[src/rtl/mgmt_pkg.sv]
package mgmt_pkg;
   // Opcode values are the on-wire opcode bits.
   typedef enum logic [1:0] {
      OP_WRITE = 2'b01,
      OP_READ  = 2'b10
   } op_t;

   typedef enum logic [1:0] {
      ST_IDLE  = 2'd0,
      ST_ARM   = 2'd1,
      ST_SHIFT = 2'd2
   } st_t;
endpackage

[src/rtl/mgmt_clkgen.sv]
module mgmt_clkgen #(
   parameter int DIV_W = 8
) (
   input  logic             clk,
   input  logic             rst_n,
   input  logic [DIV_W-1:0] div,
   output logic             mdc,
   output logic             rise,
   output logic             fall
);
   logic [DIV_W-1:0] half;
   logic [DIV_W-1:0] cnt;
   logic             wrap;

   always_comb begin
      half = div >> 1;
      if (half == '0) half = DIV_W'(1);
      wrap = (cnt >= half - DIV_W'(1));
      rise = wrap && !mdc;
      fall = wrap && mdc;
   end

   always_ff @(posedge clk or negedge rst_n) begin
      if (!rst_n) begin
         cnt <= '0;
         mdc <= 1'b0;
      end else if (wrap) begin
         cnt <= '0;
         mdc <= ~mdc;
      end else begin
         cnt <= cnt + DIV_W'(1);
      end
   end
endmodule

[src/rtl/mgmt_shifter.sv]
module mgmt_shifter
   import mgmt_pkg::*;
#(
   parameter int ADDR_W  = 5,
   parameter int DATA_W  = 16,
   parameter int PRE_LEN = 32
) (
   input  logic              clk,
   input  logic              rst_n,
   input  logic              rise,
   input  logic              fall,
   input  logic              start,
   input  op_t               op,
   input  logic              no_pre,
   input  logic [ADDR_W-1:0] phy,
   input  logic [ADDR_W-1:0] regad,
   input  logic [DATA_W-1:0] wdata,
   input  logic              mdio_i,
   output logic              mdio_o,
   output logic              mdio_oe,
   output logic              done,
   output logic [DATA_W-1:0] rx
);
   localparam int BODY_LEN = 4 + 2 * ADDR_W + 2 + DATA_W;
   localparam int TA_POS   = 4 + 2 * ADDR_W;
   localparam int FULL_LEN = PRE_LEN + BODY_LEN;
   localparam int CNT_W    = $clog2(FULL_LEN + 1);
   localparam bit HAS_PRE  = (PRE_LEN > 0);

   st_t                st;
   op_t                op_q;
   logic               nopre_q;
   logic [BODY_LEN-1:0] body_q, body_sh;
   logic [CNT_W-1:0]   cnt, last, pos;
   logic               in_pre;

   always_comb begin
      in_pre  = HAS_PRE && !nopre_q && (cnt < CNT_W'(PRE_LEN));
      pos     = (HAS_PRE && !nopre_q) ? cnt - CNT_W'(PRE_LEN) : cnt;
      last    = (HAS_PRE && !nopre_q) ? CNT_W'(FULL_LEN - 1) : CNT_W'(BODY_LEN - 1);
      body_sh = body_q << pos;
      done    = (st == ST_SHIFT) && fall && (cnt == last);
      mdio_o  = 1'b1;
      mdio_oe = 1'b0;
      if (st == ST_SHIFT) begin
         mdio_o  = in_pre ? 1'b1 : body_sh[BODY_LEN-1];
         mdio_oe = in_pre || !(op_q == OP_READ && pos >= CNT_W'(TA_POS));
      end
   end

   always_ff @(posedge clk or negedge rst_n) begin
      if (!rst_n) begin
         st      <= ST_IDLE;
         cnt     <= '0;
         op_q    <= OP_READ;
         nopre_q <= 1'b0;
         body_q  <= '0;
         rx      <= '0;
      end else begin
         if (start) begin
            op_q    <= op;
            nopre_q <= no_pre;
            body_q  <= {2'b01, op, phy, regad,
                        (op == OP_WRITE) ? 2'b10 : 2'b11,
                        (op == OP_WRITE) ? wdata : {DATA_W{1'b1}}};
            cnt     <= '0;
            st      <= fall ? ST_SHIFT : ST_ARM;
         end else if (st == ST_ARM && fall) begin
            st <= ST_SHIFT;
         end else if (st == ST_SHIFT && fall) begin
            if (cnt == last) st <= ST_IDLE;
            else             cnt <= cnt + CNT_W'(1);
         end
         if (st == ST_SHIFT && rise && op_q == OP_READ && !in_pre &&
             pos >= CNT_W'(TA_POS + 2))
            rx <= {rx[DATA_W-2:0], mdio_i};
      end
   end
endmodule

[src/rtl/mgmt_master.sv]
module mgmt_master
   import mgmt_pkg::*;
#(
   parameter int DIV_W    = 8,
   parameter int ADDR_W   = 5,
   parameter int DATA_W   = 16,
   parameter int PRE_LEN  = 32,
   parameter int LINK_BIT = 2
) (
   input  logic              clk,
   input  logic              rst_n,
   input  logic [DIV_W-1:0]  cfg_div,
   input  logic              cfg_nopre,
   input  logic              cmd_scan,
   input  logic              cmd_read,
   input  logic              cmd_write,
   input  logic [ADDR_W-1:0] phy_addr,
   input  logic [ADDR_W-1:0] reg_addr,
   input  logic [DATA_W-1:0] tx_data,
   output logic [DATA_W-1:0] rx_data,
   output logic              stat_busy,
   output logic              stat_linkfail,
   output logic              stat_invalid,
   output logic              mdc,
   output logic              mdio_o,
   output logic              mdio_oe,
   input  logic              mdio_i
);
   if (DIV_W < 2) begin : g_bad_div
      $error("mgmt_master: DIV_W must be at least 2");
   end
   if (DATA_W < 2 || LINK_BIT >= DATA_W) begin : g_bad_data
      $error("mgmt_master: LINK_BIT must index a bit of the data word");
   end
   if (ADDR_W < 1) begin : g_bad_addr
      $error("mgmt_master: ADDR_W must be positive");
   end

   logic              rd_q, wr_q, scan_q, cur_rd;
   logic              tick_r, tick_f, done;
   logic              wr_go, rd_go, idle_go, keep_scan, start;
   op_t               op_sel;
   logic [DATA_W-1:0] rx_sh;

   always_comb begin
      wr_go     = cmd_write & ~wr_q;
      rd_go     = cmd_read & ~rd_q;
      idle_go   = !stat_busy && (wr_go || rd_go || cmd_scan);
      keep_scan = done && scan_q && cmd_scan;
      start     = idle_go || keep_scan;
      op_sel    = (idle_go && wr_go) ? OP_WRITE : OP_READ;
   end

   always_ff @(posedge clk or negedge rst_n) begin
      if (!rst_n) begin
         rd_q          <= 1'b0;
         wr_q          <= 1'b0;
         stat_busy     <= 1'b0;
         scan_q        <= 1'b0;
         cur_rd        <= 1'b0;
         stat_invalid  <= 1'b0;
         stat_linkfail <= 1'b0;
         rx_data       <= '0;
      end else begin
         rd_q <= cmd_read;
         wr_q <= cmd_write;
         if (idle_go) begin
            stat_busy    <= 1'b1;
            scan_q       <= !wr_go && !rd_go;
            stat_invalid <= !wr_go && !rd_go;
            cur_rd       <= !wr_go;
         end else if (done) begin
            if (cur_rd) rx_data <= rx_sh;
            if (scan_q) begin
               stat_linkfail <= ~rx_sh[LINK_BIT];
               stat_invalid  <= 1'b0;
            end
            if (!keep_scan) begin
               stat_busy <= 1'b0;
               scan_q    <= 1'b0;
            end
         end
      end
   end

   mgmt_clkgen #(.DIV_W(DIV_W)) u_clk (
      .clk  (clk),
      .rst_n(rst_n),
      .div  (cfg_div),
      .mdc  (mdc),
      .rise (tick_r),
      .fall (tick_f)
   );

   mgmt_shifter #(.ADDR_W(ADDR_W), .DATA_W(DATA_W), .PRE_LEN(PRE_LEN)) u_shf (
      .clk    (clk),
      .rst_n  (rst_n),
      .rise   (tick_r),
      .fall   (tick_f),
      .start  (start),
      .op     (op_sel),
      .no_pre (cfg_nopre),
      .phy    (phy_addr),
      .regad  (reg_addr),
      .wdata  (tx_data),
      .mdio_i (mdio_i),
      .mdio_o (mdio_o),
      .mdio_oe(mdio_oe),
      .done   (done),
      .rx     (rx_sh)
   );
endmodule

[config.mk]
export PLATFORM = sky130hd
export DESIGN_NAME = mgmt_master
export DESIGN_NICKNAME = d
export VERILOG_FILES = /design/src/rtl/mgmt_pkg.sv /design/src/rtl/mgmt_clkgen.sv /design/src/rtl/mgmt_shifter.sv /design/src/rtl/mgmt_master.sv
export SDC_FILE = /design/constraint.sdc
export NUM_CORES = 1
export LEC_CHECK = 0
export BUFFER_PORTS_ARGS = -buffer_cell sky130_fd_sc_hd__buf_2
export CAP_MARGIN = 10
export CORE_MARGIN = 3
export CORE_UTILIZATION = 45
export DETAILED_ROUTE_END_ITERATION = 12
export MAX_ROUTING_LAYER = met4
export PLACE_DENSITY = 0.65
export SYNTH_ARGS = -nofsm -noshare
export SYNTH_HDL_FRONTEND = slang
export SYNTH_HIERARCHICAL = 1
export SYNTH_SLANG_ARGS = --single-unit
[constraint.sdc]
create_clock -name clk -period 9.4 [get_ports clk]
set_input_delay 0.94 -clock clk [delete_from_list [all_inputs] [get_ports clk]]
set_output_delay 0.94 -clock clk [all_outputs]
set_load 0.005 [all_outputs]
# After elaboration in Yosys (flattened, before gate mapping)
# Cells that the tools add are included.
totals:
  latch_bits: 0
  mem_count: 0
  mem_bits_rw: 0
  reg_bits: 91
  in_bits: 41
  elab_cells: 105
  out_inout_bits: 22
  rom_bits: 0
op_classes:
  n_shift: 1
  n_eq_ne: 8
  div_mod_pow: 0
  multipliers: 0
  magnitude_cmp: 4
  n_bitwise: 7
  n_mux: 26
  n_reduce_logical: 39
  add_sub_neg: 4
op_table:
  columns: ["operator", "count"]
  rows:
  - ["two-way mux 7 bit", 6]
  - ["<< shifter 31 x 7 -> 32 bit", 1]
  - ["logical AND 1 bit", 16]
  - ["two-way mux 16 bit", 1]
  - ["two-way mux 2 bit", 6]
  - ["two-way mux 1 bit", 11]
  - ["AND reduction 3 bit", 3]
  - ["adder 8 x 1 -> 8 bit (second input constant)", 1]
  - [">= comparator 8 bit", 1]
  - ["logical NOT 8 bit", 1]
  - ["two-way mux 8 bit", 1]
  - ["subtractor 8 x 1 -> 8 bit (second input constant)", 1]
  - ["adder 7 x 1 -> 7 bit (second input constant)", 1]
  - ["equality test 7 bit", 1]
  - [">= comparator 7 x 4 -> 1 bit (second input constant)", 1]
  - [">= comparator 7 x 5 -> 1 bit (second input constant)", 1]
  - ["logical NOT 1 bit", 7]
  - ["< comparator 7 x 6 -> 1 bit (second input constant)", 1]
  - ["subtractor 7 x 6 -> 7 bit (second input constant)", 1]
  - ["two-way mux 6 bit", 1]
  - ["inequality test 2 bit (second input constant)", 3]
  - ["AND reduction 2 bit", 3]
  - ["nonzero test 2 bit", 3]
  - ["nonzero test 3 bit", 2]
  - ["5 further kinds", 15]

# Longest topological paths before layout
# Gate-level depths: netlist of run 1.
depth:
  word_depth: 12
  ltp_mapped: 22
  mapped_depth_nobuf: 19

# By module
# Netlist of run 1, hierarchy kept.
by_module_without_submodules:
  columns: ["mod", "seq_area_each_um2", "cells_per_inst", "area_per_inst_um2", "instances"]
  rows:
  - ["mgmt_shifter", 1427.6, 222, 2718.9, 1]
  - ["mgmt_master", 575.6, 103, 1144.8, 1]
  - ["mgmt_clkgen", 225.2, 72, 663.1, 1]

# Worst setup path after synthesis of run 1
# Ideal clock, no wire load.
synth_path:
  path_type: "input-to-reg"
  start: "in cfg_div[6]"
  end: "reg u_shf.body_q[10]"
  n_path_buf: 3
  path_stages: 21
  setup_time_ps: 134
  required_time_ps: 9266
  t_arrival_ps: 5093
  path_slack_ps: 4173
  cell_sequence: "or3_1 -> nor3_1 -> a21oi_1 -> ha_1 -> nand2b_1 -> nor2_1 -> xnor2_1 -> ha_1 -> nand2_1 -> o41ai_1 -> buf_2 -> and2_1 -> nand3b_1 -> nor3_1 -> nand2_1 -> nand2_1 -> o2bb2ai_1 -> clkbuf_1 -> buf_1 -> mux2i_1 -> nand2_1"
synth_between:
  elab_chain_len: 10
synth_lines:
  columns: ["item", "line_no", "text"]
  rows:
  - ["start, declared", "mgmt_master.sv:12", "input logic [DIV_W-1:0] cfg_div,"]
  - ["logical NOT 8 bit", "mgmt_clkgen.sv:17", "if (half == '0) half = DIV_W'(1);"]
  - ["two-way mux 7 bit (*)", "mgmt_clkgen.sv:17", null]
  - ["subtractor 8 x 1 -> 8 bit (*)", "mgmt_clkgen.sv:18", "wrap = (cnt >= half - DIV_W'(1));"]
  - [">= comparator 8 bit (*)", "mgmt_clkgen.sv:18", null]
  - ["logical AND 1 bit (*)", "mgmt_clkgen.sv:20", "fall = wrap && mdc;"]
  - ["named net tick_f", "mgmt_master.sv:40", "logic tick_r, tick_f, done;"]
  - ["logical AND 1 bit (*) (2 in a row)", "mgmt_shifter.sv:42", "done = (st == ST_SHIFT) && fall && (cnt == last);"]
  - ["named net done", "mgmt_master.sv:40", null]
  - ["logical AND 1 bit (*) (2 in a row)", "mgmt_master.sv:49", "keep_scan = done && scan_q && cmd_scan;"]
  - ["logical OR 1 bit (*)", "mgmt_master.sv:50", "start = idle_go || keep_scan;"]
  - ["named net start", "mgmt_master.sv:41", "logic wr_go, rd_go, idle_go, keep_scan, start;"]
  - ["end signal, assigned", "mgmt_shifter.sv:63", "body_q <= {2'b01, op, phy, regad,"]
  - ["end, declared", "mgmt_shifter.sv:33", "logic [BODY_LEN-1:0] body_q, body_sh;"]
# Mark *: on every way through the listed nets, which the timed path passes. The rest lies on a longest branch.
# A chain may end at the register's enable or synchronous reset.

# Worst setup path in the final report of run 1
layout_path:
  start: "in cfg_div[6]"
  end: "reg rx_data[5]"
layout_between:
  elab_chain_len: 8
layout_lines:
  columns: ["item", "line_no", "text"]
  rows:
  - ["logical NOT 8 bit", "mgmt_clkgen.sv:17", null]
  - ["two-way mux 7 bit (*)", "mgmt_clkgen.sv:17", null]
  - ["subtractor 8 x 1 -> 8 bit (*)", "mgmt_clkgen.sv:18", null]
  - [">= comparator 8 bit (*)", "mgmt_clkgen.sv:18", null]
  - ["logical AND 1 bit (*)", "mgmt_clkgen.sv:20", null]
  - ["named net tick_f", "mgmt_master.sv:40", null]
  - ["logical AND 1 bit (*) (2 in a row)", "mgmt_shifter.sv:42", null]
  - ["named net done", "mgmt_master.sv:40", null]
  - ["AND reduction 3 bit (no line) (*)", null, null]
  - ["end signal, assigned", "mgmt_master.sv:73", "if (cur_rd) rx_data <= rx_sh;"]
  - ["end, declared", "mgmt_master.sv:20", "output logic [DATA_W-1:0] rx_data,"]
# Marked as above.

==> impl_summary.txt, run 1 <==
----------------------------------------------------
[Drt]
  Routed wire length ... 8634 um
  Detailed-route DRC error count ... 0
  Drt first-iter violations ... 112
  DRT Pass-1 Iters ... 4
  WL per Instance ... 14.71 um
  Via density ... around 5.3
  Post-DRT Antenna Nets ... 0
  Via count ... 3101

[GRT]
  Gr usage total ... 16.52%
  Overflow left after global routing ... 0
  First-pass GRT wire length ... 14750 um
  Vias in the first global route ... 3061
  Initial antenna violation count ... 0
  Largest net degree at the start of global routing ... 90

[Yosys]
  Mean cell area of the mapped netlist ... 11.40 um2
  Multiplexer fraction of the synthesized cell area ... between 10% and 20%
  Largest area contributor in the netlist ... sky130_fd_sc_hd__dfrtp_1
  Share of synthesized cell area in full adder, half adder and majority cells ... 3.593%
  Top cell type's share of synthesized area ... 48.65%
  Yosys warning count ... 6
  Simple-gate share of the synthesized area ... about 13%
  Number of distinct library cells after synthesis ... 58
  Combinational family with the most area after synthesis ... multiplexers
  Sequential fraction of the synthesis area ... about half
  Post-synthesis instance total ... 397
  Leading post-synthesis cells by cell area ... sky130_fd_sc_hd__dfrtp_1, sky130_fd_sc_hd__mux2_2, sky130_fd_sc_hd__mux2i_1
  Post-synth net total ... 451
  Fraction of synthesized cell area in xor and xnor cells ... 2.709%
  Post-synth EDFFs ... 0
  Count of state elements after synthesis ... 89
  Share of the synthesized area in compound gates (AO/OA/AOI/OAI) ... about a tenth
  Prevailing post-synth register cell ... sky130_fd_sc_hd__dfrtp_1
  Asr flop ratio synth ... 100.0%
  Area of the mapped netlist ... 4527 um2

[STA]
  Final-report hold violation count ... 0
  Period utilization ... 65.51%
  Final count of pins violating max slew ... 0
  Setup-violating endpoint count in the final report ... 0
  Slew at the pin with the worst max-slew slack ... 1146 ps
  Remaining max-slew budget at the tightest pin ... 23.00%
  RSZ-0062 raised after global routing ... no
  Highest clock rate ... 162.4 MHz
  Post-layout min period ... 6158 ps
  Clock skew after layout ... 16.17 ps
  Total negative setup slack ... 0 ps
  Post-route setup slack ... 3242 ps

[Critical path]
  Number of buffers and inverters on the critical path ... 1
  Cell with the largest stage delay on the worst path ... sky130_fd_sc_hd__nor4_4
  Worst endpoint data arrival time ... 6320 ps
  Data required time at the worst endpoint ... between 9000 and 10000 ps
  Peak per-stage delay on the critical path ... 990 ps
  Type of origin of the critical path ... input port
  Kind of capture point of the worst setup path ... register
  Type of the setup path with the least slack ... in -> reg
  Family of cells with the greatest summed delay on the critical path ... simple AND/OR/NAND/NOR gates
  Cell chain of the critical path ... buf_2, or3_1, nor3_1, a21oi_1, ha_1, nand2b_1, nor2_1, xnor2_1, ha_1, nand2_1, o41ai_2, and2_1, nand3b_1, nor3_1, nand2_2, nor4_4, o32ai_1
  Critical path fanouts, max ... 17

[Power and ir drop]
  Static Leak ... 2.293 nW
  Max IR drop VDD ... ~0.072 mV
  Cell Pwr Density ... 175.8 nW/um2

[Layout]
  Leading cell type in the layout, fill and taps excluded ... sky130_fd_sc_hd__dfrtp_1
  Total inserted antenna cells ... 0
  Fraction of final layout cells sized beyond drive strength 1 ... 30.57%
  Fillers ... 845
  Commonest cells after routing, fill and taps aside ... sky130_fd_sc_hd__dfrtp_1, sky130_fd_sc_hd__buf_2, sky130_fd_sc_hd__nand2_1, sky130_fd_sc_hd__mux2_2, sky130_fd_sc_hd__inv_1
  Syn-to-layout area delta ... 13.96%
  Final net count ... between 500 and 600

[Placement]
  Global placement routability congestion ... between 0.7 and 0.8
  PortBufs ... 61
  Post-placement setup slack ... 2887 ps
  Detailed placement HPWL ... 5844 um

[Clock tree]
  Count of buffers added by post-CTS timing repair for setup ... 0
  Clock latency of the later-clocked register in the worst-skew pair ... 350 ps
  Sink count of the clock tree ... 89
  Deepest clock path buffer count ... 2
  Clock Root Buffer ... sky130_fd_sc_hd__clkbuf_8
  H-tree Lvls ... 3
  CTS Hold Bufs ... 0
  Number of buffers created by CTS ... 9
  Count of cells resized by post-cts repair ... 0
  Clock transition at the register clock pins on the worst setup and hold paths after CTS ... around 80 ps
  Clock tree from TritonCTS ... done

[Status]
  Result of the run ... completed

[Floorplan]
  Placement row count ... 35
  Die H ... 106.3 um
  Horizontal die dimension ... 106.3 um
  I/O pin count ... 63
  Std-Cell Core Area ... 9503 um2
  Die area ... roughly 11000 um2
  Starting Density ... between 40% and 50%

[Flow run]
  Max-cap violations ... 0

[Min path]
  Hold crit path type ... reg -> reg

----------------------------------------------------
## path summary, 6_finish.rpt
kind	from	end	slack, ps	depth (start not counted)
max	cfg_div[6]	rx_data[5]	3240	17
min	u_shf/op_q[1]	u_shf/op_q[1]	490	2
max reg2reg	u_clk/cnt[0]	rx_data[5]	4630	11
min reg2reg	u_shf/op_q[1]	u_shf/op_q[1]	490	2
max in group asynchronous	rst_n	u_shf/op_q[1]	8200	2
min in group asynchronous	rst_n	u_shf/body_q[9]	530	1
## cells in the mapped netlist, types with 3 or more instances
master and count:
sky130_fd_sc_hd__xor2_1 7, sky130_fd_sc_hd__nand2b_1 4, sky130_fd_sc_hd__or3_1 3, sky130_fd_sc_hd__ha_1 13
sky130_fd_sc_hd__o32ai_1 7, sky130_fd_sc_hd__mux4_2 5, sky130_fd_sc_hd__nand2_1 45, sky130_fd_sc_hd__nand3_1 6
sky130_fd_sc_hd__o32ai_2 9, sky130_fd_sc_hd__xnor2_1 7, sky130_fd_sc_hd__buf_6 4, sky130_fd_sc_hd__mux2_2 32
sky130_fd_sc_hd__a21oi_1 8, sky130_fd_sc_hd__nor2_1 23, sky130_fd_sc_hd__buf_2 6, sky130_fd_sc_hd__dfrtp_1 88
sky130_fd_sc_hd__o21ai_0 8, sky130_fd_sc_hd__mux2i_1 22, sky130_fd_sc_hd__nor3b_1 3, sky130_fd_sc_hd__nor2b_1 6
sky130_fd_sc_hd__and3_1 4, sky130_fd_sc_hd__nor3_1 5, sky130_fd_sc_hd__clkbuf_1 5, sky130_fd_sc_hd__inv_1 31
## logic make-up (layout without fill, tap and decap cells)
group | count (synthesis) | after routing
simple gates | 115 | 115
flops | 89 | 89
mux | 60 | 60
compound gates | 55 | 55
buf+inv | 50 | 111
xor+xnor | 14 | 14
fa+ha+maj | 13 | 13
other cells | 1 | 1
## routing by layer
metal	part of all wire (%)	track usage [%]	up-vias
met3	3.6	2.732	5
met5	0	-	-
met4	0.86	5.088	0
met2	46	25.11	66
li1	-	-	1500
met1	49	22.88	1530
## power breakdown
group | leakage [nW] | switching, W | internal, W
clock network | 0.107 | 0.000134 | 0.000151
logic | 1.08 | 0.0000771 | 0.0000837
registers | 1.11 | 0.0000426 | 0.000419
## metrics by stage
stage                     instances  power [W]  hold WS, ps  util, %  area (um2)
final                           587  0.0009071        491.4    54.29        5159
after global routing            587  0.0009642        529.1    54.29        5159
after CTS                       585  0.0009177        501.5    53.92        5124
after detailed placement        569  0.0006311        478.4    51.63        4906
after global placement          569  0.0006232        470.2    51.63        4906
after floorplan                 397  0.0005763        446.2        -        4527
## registers in the layout (all words and copies together), names as in the netlist
signal,flops
u_shf/body_q,29
rx_data,16
u_shf/rx,16
u_clk/cnt,8
u_shf/cnt,7
u_shf/op_q,2
u_shf/st,2
cur_rd,1
rd_q,1
scan_q,1
stat_busy,1
stat_invalid,1
stat_linkfail,1
u_clk/mdc,1
u_shf/nopre_q,1
wr_q,1
## layout make-up
cell class	instances	area, um2	area share (%)
Clock buffer	10	127.6	2.474
Timing Repair Buffer	64	350.3	6.791
Sequential cell	89	2228	43.20
Tap cell	129	161.4	3.129
Multi-Input combinational cell	258	2085	40.41
Clock inverter	6	90.09	1.746
Inverter	31	116.4	2.256
## tightest hold or removal path, stage by stage (launching register included)
cell and delay (ps):
sky130_fd_sc_hd__dfstp_2 370, sky130_fd_sc_hd__inv_1 60, sky130_fd_sc_hd__o21ai_0 70
(Power assumes the default switching activity.)
==> inputs of run 2 (changes only) <==
PLACE_DENSITY = 0.68   (was 0.65)
clock period = 5.1 ns   (was 9.4 ns; I/O delays follow)
==> run 2 against run 1 <==
  * Global-route usage rose by 0.25 points
  * First-iteration DRC count decreased by 20%
  * Combinational power is 85% higher
  * Via count up 0.26%
  * Largest cell class unchanged
==> impl_summary.txt, run 2 (synthesis gave the netlist of run 1 again) <==
----------------------------------------------------
[Status]
  Result of the run ... completed

[Clock tree]
  Count of cells resized by post-cts repair ... 0 (unchanged)
  Clock transition at the register clock pins on the worst setup and hold paths after CTS ... 90 ps (about the same)
  Number of buffers created by CTS ... 9 (unchanged)
  Clock latency of the later-clocked register in the worst-skew pair ... 350 ps (about the same)
  Clock tree from TritonCTS ... done
  H-tree Lvls ... 3 (unchanged)
  Count of buffers added by post-CTS timing repair for setup ... 0 (unchanged)
  CTS Hold Bufs ... 0 (unchanged)
  Clock Root Buffer ... sky130_fd_sc_hd__clkbuf_8
  Deepest clock path buffer count ... 2 (unchanged)
  Sink count of the clock tree ... 89 (unchanged)

[Floorplan]
  Placement row count ... 35 (unchanged)
  Starting Density ... 47.64% (unchanged)
  Std-Cell Core Area ... 9503 um2 (unchanged)
  Horizontal die dimension ... 106.3 um (unchanged)
  Die area ... 11300 um2 (unchanged)
  Die H ... 106.3 um (unchanged)
  I/O pin count ... 63 (unchanged)

[Drt]
  WL per Instance ... 14.48 um (-1.5%)
  DRT Pass-1 Iters ... 4 (unchanged)
  Drt first-iter violations ... 90 (-20%)
  Detailed-route DRC error count ... 0 (unchanged)
  Post-DRT Antenna Nets ... 0 (unchanged)
  Routed wire length ... 8546 um (-1.0%)
  Via count ... 3109 (+0.26%)
  Via density ... 5.269 (-0.25%)

[Critical path]
  Worst endpoint data arrival time ... 4630 ps (-1690 ps)
  Data required time at the worst endpoint ... 5360 ps (-4200 ps)
  Type of origin of the critical path ... input port
  Critical path fanouts, max ... 24 (+7)
  Kind of capture point of the worst setup path ... register
  Type of the setup path with the least slack ... in -> reg

[Layout]
  Most flop-heavy register ... u_shf/body_q
  Syn-to-layout area delta ... 14.98%
  Fillers ... 869 (+2.8%)
  Flip-flop count of the largest register after layout ... 29 (unchanged)
  Largest registers ... u_shf/body_q x29, rx_data x16, u_shf/rx x16
  Count of non-filler cells in the finished layout ... 590 (+0.51%)
  Total inserted antenna cells ... 0 (unchanged)
  Final net count ... 510 (+0.59%)
  Fraction of final layout cells sized beyond drive strength 1 ... 31.24% (+0.67 points)
  Leading cell type in the layout, fill and taps excluded ... sky130_fd_sc_hd__dfrtp_1
  Commonest cells after routing, fill and taps aside ... sky130_fd_sc_hd__dfrtp_1, sky130_fd_sc_hd__buf_2, sky130_fd_sc_hd__nand2_1, sky130_fd_sc_hd__mux2_2, sky130_fd_sc_hd__inv_1
  Utilization after layout ... 54.77% (+0.49 points)

[GRT]
  GR Layer Usage met1 ... 22.75% (-0.13 points)
  Met2 global-route usage ... 25.79% (+0.68 points)
  Met3 Resource Use GR ... 3.582% (+0.85 points)
  Overflow left after global routing ... 0 (unchanged)
  First-pass GRT wire length ... 14940 um (+1.3%)
  Vias in the first global route ... 3124 (+2.1%)
  Initial antenna violation count ... 0 (unchanged)
  GRT Max-Usage Layer ... met2
  Largest net degree at the start of global routing ... 71 (-21%)
  Gr usage total ... 16.77% (+0.25 points)

[Flow run]
  Max-cap violations ... 0 (unchanged)

[STA]
  Post-layout min period ... 4371 ps
  Period utilization ... a little under nine tenths
  Remaining max-slew budget at the tightest pin ... 39.95% (+17 points)
  Total negative setup slack ... 0 ps (unchanged)
  Highest clock rate ... between 200 and 250 MHz
  Post-route worst hold slack ... 22.46 ps (-469.0 ps)
  Final-report hold violation count ... 0 (unchanged)
  Clock skew after layout ... 7.083 ps (-9.084 ps)
  Final count of pins violating max slew ... 0 (unchanged)
  RSZ-0062 raised after global routing ... no
  Setup-violating endpoint count in the final report ... 0 (unchanged)
  Slew at the pin with the worst max-slew slack ... 900.7 ps (-245.7 ps)

[Power and ir drop]
  Cell Pwr Density ... 333.5 nW/um2 (+90%)
  Max IR drop VDD ... 0.1651 mV (+130%)
  Static Leak ... 2.321 nW (+1.2%)
  Overall power consumption ... 0.001736 W (+91%)

[Placement]
  PortBufs ... 61 (unchanged)
  Global placement routability congestion ... 0.7440 (+0.39%)
  Detailed placement HPWL ... 6054 um (+3.6%)
  Cell Count Post-Placement ... 573 (+0.70%)

[Min path]
  Hold crit path type ... in -> async

----------------------------------------------------
-- run 2: changes by cell type in the layout (fill, tap and decap cells not counted), sizes merged --
cell      delta
buf          +3
bufinv       +1
clkbuf       -1
clkinv       +1
clkinvlp     -1
-- run 2: layer usage --
metal  wire, um  up-vias
met2       4043       56
li1           -     1509
met5          0        -
met3        331        7
met1       4133     1537
met4         38        0
-- run 2: per-stage QoR --
stage,instance area [um2],setup WS (ps)
2_1_floorplan,4527,302.6
5_1_grt,5205,300.0
4_1_cts,5197,614.4
6_report,5205,729.3
3_5_place_dp,4949,279.8
3_3_place_gp,4949,357.8
-- run 2: power breakdown --
part	internal (W)	total [W]	switching [W]	leakage (nW)
registers	0.000771	0.000852	0.0000807	1.11
clock network	0.000331	0.000586	0.000255	0.124
logic	0.000155	0.000298	0.000143	1.09
total	0.00126	0.00174	0.000479	2.32
-- run 2: critical path, stage by stage --
cell                        delay, ps
sky130_fd_sc_hd__buf_2            110
sky130_fd_sc_hd__or3_1            390
sky130_fd_sc_hd__nor3_1           200
sky130_fd_sc_hd__a21oi_1          130
sky130_fd_sc_hd__ha_1             220
sky130_fd_sc_hd__nand2b_1          90
sky130_fd_sc_hd__nor2_1            60
sky130_fd_sc_hd__xnor2_1          120
sky130_fd_sc_hd__ha_1             270
sky130_fd_sc_hd__nand2_1           70
sky130_fd_sc_hd__o41ai_2          380
sky130_fd_sc_hd__and2_1           240
sky130_fd_sc_hd__nand3b_1         150
sky130_fd_sc_hd__nor3_1           260
sky130_fd_sc_hd__nand2_1          180
sky130_fd_sc_hd__nand2_1          150
sky130_fd_sc_hd__o2bb2ai_4        330
sky130_fd_sc_hd__o21ai_1          390
sky130_fd_sc_hd__buf_4            290
sky130_fd_sc_hd__o21ai_0           90
-- run 2: layout make-up --
type	count	area, um2	share of cell area (%)
Multi-Input combinational cell	258	2085	40.05
Timing Repair Buffer	67	365.4	7.019
Clock inverter	7	125.1	2.404
Tap cell	129	161.4	3.101
Clock buffer	9	123.9	2.380
Sequential cell	89	2228	42.81
Inverter	31	116.4	2.236
-- run 2: path summary, 6_finish.rpt --
check,start,to,slack (ps),depth (start not counted)
worst max-delay path,cfg_div[6],u_shf/body_q[16],730,20
worst min-delay path,rst_n,rd_q,20,1
worst max register to register,u_clk/cnt[0],u_shf/body_q[16],1610,14
worst min register to register,u_clk/cnt[0],u_clk/cnt[0],490,1
max in group asynchronous,rst_n,u_shf/cnt[1],3940,2
min in group clk,cmd_read,rd_q,270,1
